`src/rtl/pil_pkg.sv`:
```
package pil_pkg;
    // Shared geometry and encodings of the interrupt level resolver.
    localparam int LEVELS     = 16;
    localparam int PIL_W      = 4;
    localparam int SOFT_W     = 17;
    localparam int TT_W       = 9;
    localparam int TL_W       = 3;
    localparam int TICK_BIT   = 0;
    localparam int STICK_BIT  = 16;
    localparam int TIMER_LVL  = 14;
    localparam logic [TT_W-1:0] EXT_BASE   = 9'h040;
    localparam logic [TT_W-1:0] GROUP_MASK = 9'h1F0;
endpackage

```
`src/rtl/pil_pending_merge.sv`:
```
// Merges external levels with the software-interrupt register into one
// pending mask and reports whether anything lies above the current level.
// Assumes SOFT_W > LEVELS so the system-tick bit sits above the level range.
module pil_pending_merge
    import pil_pkg::*;
#(
    parameter int N_LVL   = LEVELS,
    parameter int S_W     = SOFT_W,
    parameter int P_W     = PIL_W,
    parameter int T_BIT   = TICK_BIT,
    parameter int ST_BIT  = STICK_BIT,
    parameter int TMR_LVL = TIMER_LVL
) (
    input  logic [N_LVL-1:0] ext_lvl,
    input  logic [S_W-1:0]   soft_int,
    input  logic [P_W-1:0]   cur_pil,
    output logic [N_LVL-1:0] pending,
    output logic             above
);
    localparam int CMP_W = N_LVL + 1;

    logic [N_LVL-1:0] merged;
    logic             timer_hit;
    logic [CMP_W-1:0] threshold;

    // Per-bit merge; timer-match positions contribute no level of their own.
    for (genvar g = 0; g < N_LVL; g++) begin : g_bit
        if (g == T_BIT || g == ST_BIT) begin : g_timer
            assign merged[g] = ext_lvl[g];
        end else begin : g_plain
            assign merged[g] = ext_lvl[g] | soft_int[g];
        end
    end

    assign timer_hit = soft_int[T_BIT] | soft_int[ST_BIT];

    // Fold timer matches into their level.
    always_comb begin
        pending          = merged;
        pending[TMR_LVL] = merged[TMR_LVL] | timer_hit;
    end

    // Something is pending strictly above cur_pil when mask >= 2 << cur_pil.
    assign threshold = CMP_W'(2) << cur_pil;
    assign above     = {1'b0, pending} >= threshold;
endmodule

```
`src/rtl/pil_level_pick.sv`:
```
// Priority encoder: finds the highest pending level strictly above the
// current processor level. Assumes level 0 is never a valid request.
module pil_level_pick
    import pil_pkg::*;
#(
    parameter int N_LVL = LEVELS,
    parameter int P_W   = PIL_W,
    localparam int LW   = $clog2(N_LVL)
) (
    input  logic [N_LVL-1:0] pending,
    input  logic [P_W-1:0]   cur_pil,
    output logic [LW-1:0]    level,
    output logic             found
);
    // Ascending scan; the last hit is the highest level.
    always_comb begin
        level = '0;
        found = 1'b0;
        for (int i = 1; i < N_LVL; i++) begin
            if (pending[i] && (i > int'(cur_pil))) begin
                level = LW'(i);
                found = 1'b1;
            end
        end
    end
endmodule

```
`src/rtl/pil_nest_guard.sv`:
```
// Decides whether a new external trap type must wait behind a higher
// external trap already in service. Assumes trap level 0 means no trap.
module pil_nest_guard
    import pil_pkg::*;
#(
    parameter int T_W  = TT_W,
    parameter int L_W  = TL_W,
    parameter logic [T_W-1:0] BASE = EXT_BASE,
    parameter logic [T_W-1:0] GMASK = GROUP_MASK
) (
    input  logic [L_W-1:0] trap_lvl,
    input  logic [T_W-1:0] trap_type_cur,
    input  logic [T_W-1:0] new_tt,
    output logic           block
);
    logic in_trap, in_group, outranks;

    // Three conditions that all must hold for a block.
    always_comb begin
        in_trap  = trap_lvl != '0;
        in_group = (trap_type_cur & GMASK) == BASE;
        outranks = trap_type_cur > new_tt;
        block    = in_trap && in_group && outranks;
    end
endmodule

```
`src/rtl/pil_resolver.sv`:
```
// Top of the interrupt level resolver. Combines the merge, pick and nest
// guard and holds the request and trap type in registers that update every
// clock unless a vector interrupt is outstanding. Invariant kept: request
// is high exactly when the stored trap type is nonzero.
module pil_resolver
    import pil_pkg::*;
#(
    parameter int N_LVL = LEVELS,
    parameter int S_W   = SOFT_W,
    parameter int P_W   = PIL_W,
    parameter int T_W   = TT_W,
    parameter int L_W   = TL_W,
    parameter logic [T_W-1:0] BASE  = EXT_BASE,
    parameter logic [T_W-1:0] GMASK = GROUP_MASK
) (
    input  logic             clk,
    input  logic             rst_n,
    input  logic [N_LVL-1:0] ext_lvl,
    input  logic [S_W-1:0]   soft_int,
    input  logic [P_W-1:0]   cur_pil,
    input  logic             int_en,
    input  logic             vec_busy,
    input  logic [L_W-1:0]   trap_lvl,
    input  logic [T_W-1:0]   trap_type_cur,
    output logic             irq_req,
    output logic [T_W-1:0]   irq_tt
);
    localparam int LW = $clog2(N_LVL);

    logic [N_LVL-1:0] pending;
    logic             above;
    logic [LW-1:0]    level;
    logic             found;
    logic [T_W-1:0]   new_tt;
    logic             block;
    logic             req_q;
    logic [T_W-1:0]   tt_q;

    pil_pending_merge #(
        .N_LVL(N_LVL), .S_W(S_W), .P_W(P_W),
        .T_BIT(TICK_BIT), .ST_BIT(STICK_BIT), .TMR_LVL(TIMER_LVL)
    ) u_merge (
        .ext_lvl(ext_lvl), .soft_int(soft_int), .cur_pil(cur_pil),
        .pending(pending), .above(above)
    );

    pil_level_pick #(.N_LVL(N_LVL), .P_W(P_W)) u_pick (
        .pending(pending), .cur_pil(cur_pil), .level(level), .found(found)
    );

    assign new_tt = BASE | T_W'(level);

    pil_nest_guard #(.T_W(T_W), .L_W(L_W), .BASE(BASE), .GMASK(GMASK)) u_guard (
        .trap_lvl(trap_lvl), .trap_type_cur(trap_type_cur),
        .new_tt(new_tt), .block(block)
    );

    // Request and trap-type state update.
    always_ff @(posedge clk) begin
        if (!rst_n) begin
            req_q <= 1'b0;
            tt_q  <= '0;
        end else if (!vec_busy) begin
            if (!above) begin
                req_q <= 1'b0;
                tt_q  <= '0;
            end else if (int_en) begin
                if (!block && found && (tt_q != new_tt)) begin
                    req_q <= 1'b1;
                    tt_q  <= new_tt;
                end
            end else if (req_q) begin
                req_q <= 1'b0;
                tt_q  <= '0;
            end
        end
    end

    assign irq_req = req_q;
    assign irq_tt  = tt_q;


    busy_hold_chk: assert property (@(posedge clk) disable iff (!rst_n)
        vec_busy |=> ($stable(irq_req) && $stable(irq_tt)));


    below_clear_chk: assert property (@(posedge clk) disable iff (!rst_n)
        (!vec_busy && !above) |=> (!irq_req && irq_tt == '0));


    raise_chk: assert property (@(posedge clk) disable iff (!rst_n)
        (!vec_busy && above && int_en && !block) |=>
            (irq_req && irq_tt == $past(new_tt)));


    nest_hold_chk: assert property (@(posedge clk) disable iff (!rst_n)
        (!vec_busy && above && int_en && block) |=>
            ($stable(irq_req) && $stable(irq_tt)));


    disabled_clear_chk: assert property (@(posedge clk) disable iff (!rst_n)
        (!vec_busy && above && !int_en) |=> (!irq_req && irq_tt == '0));


    req_tt_pair_chk: assert property (@(posedge clk) disable iff (!rst_n)
        irq_req == (irq_tt != '0));


    tt_range_chk: assert property (@(posedge clk) disable iff (!rst_n)
        irq_req |-> ((irq_tt & GMASK) == BASE && irq_tt != BASE));
endmodule

```
`config.mk`:
```
export PLATFORM = sky130hd
export DESIGN_NAME = pil_resolver
export DESIGN_NICKNAME = d
export VERILOG_FILES = /design/src/rtl/pil_pkg.sv /design/src/rtl/pil_pending_merge.sv /design/src/rtl/pil_level_pick.sv /design/src/rtl/pil_nest_guard.sv /design/src/rtl/pil_resolver.sv
export SDC_FILE = /design/constraint.sdc
export NUM_CORES = 1
export LEC_CHECK = 0
export BUFFER_PORTS_ARGS = -buffer_cell sky130_fd_sc_hd__buf_2
export CAP_MARGIN = 0
export CORE_MARGIN = 10
export CORE_UTILIZATION = 51
export DETAILED_ROUTE_END_ITERATION = 10
export PLACE_DENSITY = 0.83
export SETUP_SLACK_MARGIN = 0.2
export SLEW_MARGIN = 20
export SYNTH_ARGS = -nofsm -noshare
export SYNTH_HDL_FRONTEND = slang
export SYNTH_SLANG_ARGS = --single-unit
```
`constraint.sdc`:
```
create_clock -name clk -period 5.83 [get_ports clk]
set_input_delay 1.749 -clock clk [delete_from_list [all_inputs] [get_ports clk]]
set_output_delay 1.749 -clock clk [all_outputs]
set_load 0.005 [all_outputs]
```
==> impl_metrics.ini <==
[detailed_routing]
routed_via_density = 5.94
drc = 0
routed_wirelength_mm = 4.08
final_antenna_net_count = 0
via_count = 1616
first_iter_violations = 116
routed_wire_length_per_instance_um = 15.0
detailedRoute.firstPassIterationCount = 4

[global_route]
grt_pass1_wl_mm = 6.80
antenna_found_initial = 0
met1_usage_pct = 16.9
grt.met2_usage_pct = 27.2
grt_max_degree = 17
met3_usage_in_global_routing_pct = 5.92
globalRoute.busiestLayer = met2
track_usage_pct = 15.4
gr-total-overflow = 0
number_of_global_route_vias_before_repair = 1602

[sta]
number_of_hold_violations_in_the_final_report = 0
finalSetupViolCount = 0
relSlewSlack_pct = 59.5
fin_crit_ns = 4.82
tightestPinTransition_ns = 0.604
finClkSkew_ns = 0.00781
grt_setup_unrepaired = false
final_min_period_over_clock_period_pct = 82.7
drv_slew = 0
max_freq_mhz = 207
setup_tns_ns = 0

[clock_tree]
numCtsBuffers = 3
htreeDepth = 1
clock_slew_at_reported_path_ffs_ns = 0.05
clock_latency_ns = 0.26
postCtsResizedCells = 0
ctsHoldBuffers = 0
cts-root-to-sink-buffers = 2
cts.sink_count = 6
clk_root_buffer_cell = sky130_fd_sc_hd__clkbuf_4
cts_tree = done
cts.repair_timing.setup_buffer_count = 0

[floorplan]
chipWidth_um = 71.5
core.rowCount = 18
ports_placed_on_the_boundary = 63
floorplan.initialDensity_pct = 54.2
die_height_um = 71.5
core_region_area_mm2 = 0.00250
die_area_mm2 = 0.00512

[worst_setup_path]
crit_path_max_fanout = 13
crit_path_start_kind = input pin
required_worst_endpoint_ns = 6.02
path_class = in2reg
critPathCaptureType = flop
cp_data_arrival_time_ns = 5.01

[logic_synthesis]
synth_sequential_area_ratio_pct = 8.87
yosys_warnings = 0
async_reset_ff_share_pct = 0
yosysUniqueCellTypes = 54
syn-instance-count = 187
number_of_register_bits_inferred_by_synthesis = 6
syn_avg_cell_area_um2 = 7.24
postSynth.topFlopCell = sky130_fd_sc_hd__dfxtp_1
synth_top_cell_area_share_pct = 17.6
syn_area_mm2 = 0.00135
yosys.area.top_type = sky130_fd_sc_hd__ha_1
synth-edff-count = 0
post_synth_main_area_contributors = sky130_fd_sc_hd__ha_1 18%, sky130_fd_sc_hd__dfxtp_1 8.9%, sky130_fd_sc_hd__nand2_1 6.9%

[placed_design]
sum_of_net_half_perimeters_after_detailed_placement_mm = 3.48
place.gp.congestion = 0.813
portBuffers = 57
dpl.cell_count = 269

[power]
power_frac_comb_pct = 51.8
power.clock.fraction_pct = 21.9
p_leak_uw = 0.000768
power_density_mw_per_mm2 = 108
sw_frac_of_total_pct = 38.0
p_switching_uw = 68.4
power_report.internal_total_uw = 112
power.share.sequential_pct = 26.3
max-vdd-ir-drop_v = 0.000177

[final_layout]
final_cell_mix = 57 x sky130_fd_sc_hd__buf_2, 25 x sky130_fd_sc_hd__nand2_1, 19 x sky130_fd_sc_hd__ha_1
fin_cells = 272
antennaDiodeCount = 0
fin_nets = 316
areaGrowthSynthToFinish_pct = 22.6
ff_latch_area_um2 = 120
multi_input_comb_area_mm2 = 0.00115
layout.filler_cells = 244
layout_cells_sized_above_1_pct = 32.2
mostFrequentLayoutCell = sky130_fd_sc_hd__buf_2

[min_path]
min_delay_path_class = reg2reg

[outcome]
outcome = finished clean

[job]
cap_viol_max_count = 0
-- worst max-delay path: stages --
cell	delay (ns)
sky130_fd_sc_hd__buf_2	0.18
sky130_fd_sc_hd__nor2_2	0.30
sky130_fd_sc_hd__a21boi_1	0.34
sky130_fd_sc_hd__a2111oi_2	0.14
sky130_fd_sc_hd__o21ai_0	0.31
sky130_fd_sc_hd__inv_1	0.08
sky130_fd_sc_hd__ha_1	0.29
sky130_fd_sc_hd__nor2b_1	0.13
sky130_fd_sc_hd__o21ai_0	0.18
sky130_fd_sc_hd__nand2b_1	0.08
sky130_fd_sc_hd__a21oi_1	0.15
sky130_fd_sc_hd__a2bb2oi_1	0.30
sky130_fd_sc_hd__inv_1	0.07
sky130_fd_sc_hd__a211oi_1	0.50
sky130_fd_sc_hd__a22o_1	0.21
-- layer usage --
metal  up-vias  part of all wire, %
li1        810                    -
met1       749                   41
met2        52                   48
met3         5                  9.9
met4         0                 0.91
met5         -                    0
-- final cells by class --
| type | instances | area share, % |
|---|---|---|
| flip-flops and latches | 6 | 7.23 |
| multi-input cells | 165 | 69.5 |
| repair buffers | 57 | 17.2 |
| well taps | 30 | 2.26 |
| clock buffers | 3 | 1.36 |
| inverters | 11 | 2.49 |
-- flip-flops by register name (all words and copies together) (netlist names) --
name     count
irq_tt       5
irq_req      1
-- path summary, 6_finish.rpt --
check | start | to | slack [ns] | cells after the start
worst max register to register | irq_tt[1] | irq_tt[2] | 3.95 | 6
worst min-delay path | irq_req | irq_req | 0.50 | 1
worst max-delay path | cur_pil[3] | irq_tt[2] | 1.01 | 15
worst min register to register | irq_req | irq_req | 0.50 | 1
-- kinds of logic after synthesis --
group	Yosys count	synth area share, %
compound gates	59	33.9
fa+ha+maj	19	17.6
simple gates	82	32.0
flops	6	8.87
xor+xnor	1	0.647
buf+inv	19	6.75
other cells	1	0.277
-- cells in the mapped netlist, drive strengths merged (3+ instances only) --
library cell,count
nor2,14
or2,11
dfxtp,6
o21bai,3
a22oi,3
nand2,25
nor2b,5
o21ai,5
buf,8
ha,19
a2111oi,3
nor3,4
a21oi,10
inv,11
a22o,4
and2,3
o211ai,3
nand4,3
nand3,3
a211oi,4
-- metrics by stage --
stage / cell area [um^2] / hold WS, ns / util [%] / worst slack (ns) / total power [uW]
global placement: 1640 / 0.491 / 65.5 / 0.847 / 138
detailed placement: 1640 / 0.497 / 65.5 / 0.786 / 140
floorplan: 1370 / 0.497 / - / 1.30 / 108
CTS: 1660 / 0.506 / 66.4 / 1.02 / 181
global route: 1660 / 0.535 / 66.4 / 0.637 / 196
finish: 1660 / 0.501 / 66.4 / 1.01 / 180
-- power groups by stage --
stage | combinational (uW) | clock [uW] | sequential, uW
floorplan | 60.5 | 0 | 47.9
global placement | 90.2 | 0 | 47.8
detailed placement | 92.1 | 0 | 47.9
CTS | 92.8 | 41.4 | 47.2
global route | 106 | 42.4 | 47.7
finish | 93.2 | 39.5 | 47.3
Power figures use the tool's default switching activity.
